==> src/rtl/stsd_pkg.sv <==
package stsd_pkg;

  localparam int BYTE_W = 8;
  localparam int LFSR_W = 7;

  typedef logic [BYTE_W-1:0] byte_t;
  typedef logic [LFSR_W-1:0] lfsr_t;

  // Sequence bits for one byte, first bit in bit 7.
  function automatic byte_t seq_byte(input lfsr_t st);
    lfsr_t s;
    byte_t b;
    s = st;
    b = '0;
    for (int i = 0; i < BYTE_W; i++) begin
      b[BYTE_W-1-i] = s[LFSR_W-1];
      s = {s[LFSR_W-2:0], s[LFSR_W-1] ^ s[LFSR_W-2]};
    end
    return b;
  endfunction

  // Register contents after eight steps.
  function automatic lfsr_t seq_next(input lfsr_t st);
    lfsr_t s;
    s = st;
    for (int i = 0; i < BYTE_W; i++) begin
      s = {s[LFSR_W-2:0], s[LFSR_W-1] ^ s[LFSR_W-2]};
    end
    return s;
  endfunction

endpackage

==> src/rtl/stsd_rowpos.sv <==
// Tracks where the current byte sits relative to the unscrambled row-1 head.
module stsd_rowpos #(
  parameter int N_STS = 12
) (
  input  logic clk,
  input  logic rst_n,
  input  logic take,
  input  logic fsync,
  output logic in_head
);
  localparam int PASS  = 3 * N_STS;
  localparam int CNT_W = $clog2(PASS + 1);

  logic [CNT_W-1:0] cnt;

  assign in_head = fsync || (cnt < CNT_W'(PASS));

  always_ff @(posedge clk) begin
    if (!rst_n) begin
      cnt <= CNT_W'(PASS);
    end else if (take) begin
      if (fsync)
        cnt <= CNT_W'(1);
      else if (cnt < CNT_W'(PASS))
        cnt <= cnt + CNT_W'(1);
    end
  end
endmodule

==> src/rtl/stsd_lfsr.sv <==
// Frame-synchronous sequence generator, eight steps per payload byte.
module stsd_lfsr
  import stsd_pkg::*;
(
  input  logic  clk,
  input  logic  rst_n,
  input  logic  take,
  input  logic  restart,
  input  logic  in_head,
  output byte_t mask
);
  lfsr_t st;

  assign mask = seq_byte(st);

  always_ff @(posedge clk) begin
    if (!rst_n) begin
      st <= '1;
    end else if (take) begin
      if (restart)
        st <= '1;
      else if (!in_head)
        st <= seq_next(st);
    end
  end
endmodule

==> src/rtl/stsd_outstage.sv <==
// Selects descrambled, raw or all-ones data and holds it in a one-deep stage.
module stsd_outstage
  import stsd_pkg::*;
(
  input  logic  clk,
  input  logic  rst_n,
  input  logic  in_valid,
  output logic  in_ready,
  input  byte_t in_data,
  input  logic  in_fsync,
  input  byte_t mask,
  input  logic  in_head,
  input  logic  bypass,
  input  logic  ais,
  output logic  out_valid,
  input  logic  out_ready,
  output byte_t out_data,
  output logic  out_fsync
);
  byte_t next_data;
  logic  take;

  assign in_ready = !out_valid || out_ready;
  assign take     = in_valid && in_ready;

  always_comb begin
    if (ais)
      next_data = '1;
    else if (bypass || in_head)
      next_data = in_data;
    else
      next_data = in_data ^ mask;
  end

  always_ff @(posedge clk) begin
    if (!rst_n) begin
      out_valid <= 1'b0;
      out_data  <= '0;
      out_fsync <= 1'b0;
    end else if (take) begin
      out_valid <= 1'b1;
      out_data  <= next_data;
      out_fsync <= in_fsync;
    end else if (out_ready) begin
      out_valid <= 1'b0;
    end
  end
endmodule

==> src/rtl/sts_rx_descrambler.sv <==
module sts_rx_descrambler
  import stsd_pkg::*;
#(
  parameter int N_STS = 12
) (
  input  logic       clk,
  input  logic       rst_n,
  input  logic       in_valid,
  output logic       in_ready,
  input  logic [7:0] in_data,
  input  logic       in_fsync,
  input  logic       oof,
  input  logic       cfg_bypass,
  input  logic       cfg_ais_force,
  input  logic       cfg_ais_on_oof,
  output logic       out_valid,
  input  logic       out_ready,
  output logic [7:0] out_data,
  output logic       out_fsync
);
  logic  take;
  logic  in_head;
  logic  ais;
  byte_t mask;

  assign take = in_valid && in_ready;
  assign ais  = cfg_ais_force || (cfg_ais_on_oof && oof);

  stsd_rowpos #(.N_STS(N_STS)) u_pos (
    .clk     (clk),
    .rst_n   (rst_n),
    .take    (take),
    .fsync   (in_fsync),
    .in_head (in_head)
  );

  stsd_lfsr u_seq (
    .clk     (clk),
    .rst_n   (rst_n),
    .take    (take),
    .restart (in_fsync),
    .in_head (in_head),
    .mask    (mask)
  );

  stsd_outstage u_out (
    .clk       (clk),
    .rst_n     (rst_n),
    .in_valid  (in_valid),
    .in_ready  (in_ready),
    .in_data   (in_data),
    .in_fsync  (in_fsync),
    .mask      (mask),
    .in_head   (in_head),
    .bypass    (cfg_bypass),
    .ais       (ais),
    .out_valid (out_valid),
    .out_ready (out_ready),
    .out_data  (out_data),
    .out_fsync (out_fsync)
  );
endmodule

==> config.mk <==
export PLATFORM = sky130hd
export DESIGN_NAME = sts_rx_descrambler
export DESIGN_NICKNAME = d
export VERILOG_FILES = /design/src/rtl/stsd_pkg.sv /design/src/rtl/stsd_rowpos.sv /design/src/rtl/stsd_lfsr.sv /design/src/rtl/stsd_outstage.sv /design/src/rtl/sts_rx_descrambler.sv
export SDC_FILE = /design/constraint.sdc
export NUM_CORES = 1
export LEC_CHECK = 0
export BUFFER_PORTS_ARGS = -buffer_cell sky130_fd_sc_hd__buf_2
export CAP_MARGIN = 5
export CORE_ASPECT_RATIO = 0.9
export CORE_MARGIN = 3
export CORE_UTILIZATION = 30
export DETAILED_ROUTE_END_ITERATION = 16
export MAX_ROUTING_LAYER = met4
export PLACE_DENSITY = 0.5
export REMOVE_ABC_BUFFERS = 1
export SLEW_MARGIN = 25
export SYNTH_ARGS = -nofsm -noshare
export SYNTH_HDL_FRONTEND = slang
export SYNTH_HIERARCHICAL = 1
export SYNTH_SLANG_ARGS = --single-unit
==> constraint.sdc <==
create_clock -name clk -period 2.91 [get_ports clk]
set_clock_uncertainty 0.1 [all_clocks]
set_input_delay 0.1455 -clock clk [delete_from_list [all_inputs] [get_ports clk]]
set_output_delay 0.1455 -clock clk [all_outputs]
set_load 0.03 [all_outputs]
==> results_dict.tcl, run 1 <==
set metrics [dict create \
    status "finished clean" \
    placed_cell_area_um2 1460 \
    numClockSinks 23 \
    track_usage 0.114 \
    path_max_fanout 16 \
    clkTransAtPathRegs_ps 90 \
    seq_area_frac_synth 0.356 \
    worst_setup_path_end_kind "flop" \
    crit_slowest_cell "nand2b_1" \
    seqPwrFrac 0.502 \
    antenna_found_initial 0 \
    area_growth_pct 16.2 \
    fin_area_um2 1500 \
    power.density_nw_per_um2 462 \
    drive_above_1_share 0.290 \
    cts_buffer_depth 2 \
    overflow 0 \
    yosysTopAreaCell "dfxtp_1" \
    slew_headroom 0.497 \
    arrival_ps 2380 \
    final_nets 174 \
    grt_pass1_vias 948 \
    pre_cts_ws_ps 566 \
    cts_buffers 3 \
    async_reset_ff_frac 0 \
    core.rowCount 22 \
    core_area_um2 4130 \
    start_kind "flop" \
    num_antenna_cells 0 \
    drt_iter0_drc 52 \
    rsz0062_at_grt "false" \
    ys.flop_type "dfxtp_1" \
    wl_per_cell_um 13.7 \
    avgSynthCellArea_um2 9.95 \
    grt_pass1_wl_um 4390 \
    worstMarginPinSlew_ps 754 \
    cell_internal_pwr_mw 0.487 \
    ios 28 \
    initial_utilization 0.313 \
    min-delay-path-class "in -> reg" \
    first_pass_iters 4 \
    vias 1067 \
    ys_top_cells_by_area "dfxtp_1 36%, xor2_1 9.5%, nor3b_2 7.7%" \
    worstPathCellList "nor3_1 > nand2b_1 > nand2b_1 > a21oi_1 > a41oi_2" \
    whs_ps 103 \
    dieArea_um2 5140 \
    globalplace.congestion 0.866 \
    cpMostUsedCell "nand2b_1" \
    cts-root-buf "clkbuf_8" \
    syn_area_um2 1290 \
    cts_tree "yes" \
    synth_common_cells "23 x dfxtp_1, 14 x xor2_1, 8 x nor3b_2, 8 x o221a_1" \
    yosysMostFrequentCell "dfxtp_1" \
    clk-insertion-delay-late_ps 260 \
    worst_slack_ps 562 \
    synth_edf_count 0 \
    drc 0 \
    setup_tns_ps 0 \
    grt_max_degree 24 \
    swShare 0.299 \
    post-cts-setup-buffer-count 0 \
    ys_seq_elements 23 \
    drv_cap 0 \
    ctsHoldBuffers 0 \
    synth_cells 130 \
    final.period_utilization 0.807 \
    io_buffers 27 \
    p_switching_mw 0.208 \
    cp.required_ps 2940 \
    routed_via_density 5.26 \
    ctsResizeCount 0 \
    setup_viol_count_final 0 \
    die-width_um 75.2 \
    cp_slowest_stage_delay_ps 670 \
    htree_levels 1 \
    hold_viol_final 0 \
    route.antenna.remaining_nets 0 \
    yosys_warnings 6 \
    fmax_mhz 426 \
    worstSetupPathType "reg -> reg" \
    period_needed_ps 2350 \
    power_frac_comb 0.211 \
    wl_um 2790 \
    die_h_um 68.3 \
    clock_power_share 0.288 \
    leakage_nw 0.600 \
    netlist.area_leader.share 0.356 \
    slew_violations 0 \
    synth.distinct_cells 40 \
    vdd_drop_max_v 0.000172 \
    dp_hpwl_um 1980 \
]
## cell usage in the layout, fill, tap and decap left out, drive strengths merged, types with 3 or more instances in the layout
cell / netlist / layout
a21oi: 7 / 7
nor3b: 10 / 10
nor2: 3 / 3
nor4b: 6 / 6
nand2b: 5 / 5
o21ai: 8 / 8
o211ai: 3 / 3
inv: 5 / 5
xor2: 15 / 15
o2111ai: 3 / 3
nand3: 3 / 3
dfxtp: 23 / 23
o221a: 8 / 8
a21boi: 5 / 5
clkbuf: 2 / 3
buf: 5 / 28
## cell type report
class | instances | area [um^2]
flip-flops and latches | 23 | 460
multi-input cells | 95 | 776
repair buffers | 28 | 143
clock buffers | 3 | 41.3
inverters | 5 | 18.8
clock inverters | 1 | 5.00
well taps | 48 | 60.1
fillers | 437 | 2630
## registers in the layout (all words and copies together) (netlist names)
name,cells
u_seq/st,7
u_out/out_data,8
u_out/out_valid,1
u_out/out_fsync,1
u_pos/cnt,6
## routing by layer
layer,routed length [um],track usage,share of wire
met3,155,0.0206,0.056
met1,1400,0.152,0.50
met2,1200,0.173,0.43
met4,26,0.0393,0.0093
met5,0,-,0
## path summary, 6_finish.rpt
path	slack, ps	start	cells past startpoint	end
setup / recovery	560	u_pos/cnt[3]	5	u_seq/st[1]
hold / removal	100	in_valid	3	u_out/out_fsync
setup reg to reg	560	u_pos/cnt[3]	5	u_seq/st[1]
hold reg to reg	420	u_out/out_fsync	2	u_out/out_fsync
## worst max-delay path, delay by kind of cell (launching register included)
kind / cells / cell delay [ps]
AO/OA/AOI/OAI: 2 / 320
flip-flops: 1 / 370
AND/OR/NAND/NOR: 3 / 1420
## cells by family (layout without fill, tap and decap cells)
kind of cell             after synthesis  in the layout  synth area share
AO/OA/AOI/OAI                         40             40             0.239
AND/OR/NAND/NOR                       37             37             0.229
flip-flops                            23             23             0.356
XOR/XNOR                              16             16             0.114
buffers and inverters                 12             37            0.0445
adder cells (fa/ha/maj)                1              1           0.00967
multiplexers                           1              1           0.00774
## per-stage QoR
stage / power (mW) / instances / util
final: 0.695 / 203 / 0.364
after global placement: 0.500 / 199 / 0.353
after floorplan: 0.451 / 123 / -
after global routing: 0.736 / 203 / 0.364
after CTS: 0.707 / 203 / 0.364
after detailed placement: 0.503 / 199 / 0.353
## power by group through the flow
| stage | Clock (mW) | Combinational, mW | Sequential [mW] |
|---|---|---|---|
| after global routing | 0.223 | 0.161 | 0.351 |
| after CTS | 0.211 | 0.147 | 0.349 |
| after global placement | 0 | 0.145 | 0.355 |
| after floorplan | 0 | 0.0757 | 0.376 |
| after detailed placement | 0 | 0.147 | 0.356 |
| final | 0.200 | 0.146 | 0.349 |
(Power assumes the default switching activity.)
==> run 2: changes to the inputs <==
--- a/config.mk
+++ b/config.mk
@@ -12,7 +12,7 @@
 export CORE_UTILIZATION = 30
 export DETAILED_ROUTE_END_ITERATION = 16
 export MAX_ROUTING_LAYER = met4
-export PLACE_DENSITY = 0.5
+export PLACE_DENSITY = 0.52
 export REMOVE_ABC_BUFFERS = 1
 export SLEW_MARGIN = 25
 export SYNTH_ARGS = -nofsm -noshare
==> constraint.sdc (replaced) <==
create_clock -name clk -period 1.89 [get_ports clk]
set_clock_uncertainty 0.1 [all_clocks]
set_input_delay 0.0945 -clock clk [delete_from_list [all_inputs] [get_ports clk]]
set_output_delay 0.0945 -clock clk [all_outputs]
set_load 0.03 [all_outputs]
==> run 2 against run 1 <==
Compared with the run above:
- flip-flop and latch count stayed put
- register-to-register slack got worse by 350 ps
- global-route usage is 0.29 points higher
- sequential share of layout area down 0.87 points
- cell area is 2.9% higher
- via count rose by 3.6%
- critical path type unchanged
- critical endpoint is now u_pos/cnt[5]
==> results_dict.tcl, run 2 (synthesis gave the netlist of run 1 again) <==
set metrics [dict create \
    area_growth_pct 19.6 \
    regMostFlops "u_out/out_data" \
    final.period_utilization 0.886 \
    fmax_mhz 597 \
    post-cts-setup-buffer-count 0 \
    seq_area_um2 460 \
    cts_buffer_depth 2 \
    routed_via_density 5.29 \
    initial_utilization 0.313 \
    antenna_found_initial 0 \
    cp.required_ps 1920 \
    core_area_um2 4130 \
    overflow 0 \
    start_kind "flop" \
    wl_per_cell_um 13.8 \
    numClockSinks 23 \
    final_nets 180 \
    clkTransAtPathRegs_ps 80 \
    setup_viol_count_final 0 \
    worst_setup_path_end_kind "flop" \
    vias 1105 \
    drive_above_1_share 0.311 \
    cts_buffers 3 \
    clk-insertion-delay-late_ps 260 \
    power.density_nw_per_um2 701 \
    grt_max_degree 21 \
    dp_hpwl_um 2160 \
    io_buffers 27 \
    period_needed_ps 1670 \
    top_regs "u_out/out_data (8), u_seq/st (7), u_pos/cnt (6)" \
    leakage_nw 0.626 \
    cp_slowest_stage_delay_ps 470 \
    ctsResizeCount 0 \
    grt_pass1_wl_um 4620 \
    final_common_cell "buf_2" \
    finalPower_mw 1.09 \
    ios 28 \
    track_usage 0.117 \
    drc 0 \
    wl_um 2880 \
    htree_levels 1 \
    die-width_um 75.2 \
    path_delay_family "simple AND/OR/NAND/NOR gates" \
    whs_ps 1.67 \
    slew_headroom 0.633 \
    drt_iter0_drc 41 \
    grt_pass1_vias 1005 \
    ctsHoldBuffers 0 \
    arrival_ps 1710 \
    dp.cells 205 \
    route.antenna.remaining_nets 0 \
    core.rowCount 22 \
    path_max_fanout 4 \
    placed_cell_area_um2 1500 \
    worstPathCellList "nor2b_4 > inv_1 > and2_1 > or4b_1 > o21ai_1 > o2111ai_1" \
    worstMarginPinSlew_ps 549 \
    vdd_drop_max_v 0.000224 \
    layout_common_cells "27 x buf_2, 23 x dfxtp_1, 14 x xor2_1, 8 x nor3b_2, 8 x o221a_1" \
    globalplace.congestion 0.819 \
    drv_cap 0 \
    min-delay-path-class "in -> reg" \
    hold_viol_final 0 \
    worstSetupPathType "reg -> reg" \
    setup_tns_ps 0 \
    first_pass_iters 4 \
    num_antenna_cells 0 \
    cts-root-buf "clkbuf_8" \
    largest_reg_flops 8 \
    multi_input_area_um2 776 \
    fin_area_um2 1550 \
    slew_violations 0 \
    rsz0062_at_grt "false" \
    status "finished clean" \
    dieArea_um2 5140 \
    cp_num_buf_inv 1 \
    fillerInstances 421 \
    die_h_um 68.3 \
    crit_slowest_cell "or4b_1" \
    fin_cells 209 \
    cts_tree "yes" \
]
[run 2: cell count changes in the layout (fill, tap and decap cells not counted), sizes merged]
cell / change
clkbuf: +1
buf: +6
clkinv: -1
[run 2: metal layers]
metal / vias up / GRT usage / routed length [um]
li1: 551 / - / -
met1: 510 / 0.155 / 1470
met2: 42 / 0.184 / 1220
met3: 2 / 0.0162 / 174
met4: 0 / 0.0349 / 20
met5: - / - / 0
[run 2: worst paths after layout]
kind | from | endpoint | slack (ps) | cells past startpoint
worst max-delay path | u_out/out_valid | u_pos/cnt[5] | 220 | 6
worst min-delay path | rst_n | u_seq/st[6] | 2 | 2
worst max register to register | u_out/out_valid | u_pos/cnt[5] | 220 | 6
worst min register to register | u_out/out_fsync | u_out/out_fsync | 400 | 2
[run 2: area by class of cell]
cell class / count / area share
inverter: 5 / 0.0121
clock buffer: 4 / 0.0291
sequential: 23 / 0.297
tap: 48 / 0.0388
multi-input combinational: 95 / 0.501
timing repair buffer: 34 / 0.121
[run 2: metrics by stage]
step / setup slack (ps) / util
2_1_floorplan: -319 / -
3_3_place_gp: 292 / 0.364
3_5_place_dp: 240 / 0.364
4_1_cts: 229 / 0.375
5_1_grt: 113 / 0.375
6_report: 216 / 0.375
[run 2: power breakdown]
| group | internal (mW) | switching (mW) |
|---|---|---|
| registers | 0.513 | 0.0225 |
| clock network | 0.150 | 0.159 |
| logic | 0.101 | 0.140 |
| total | 0.764 | 0.321 |
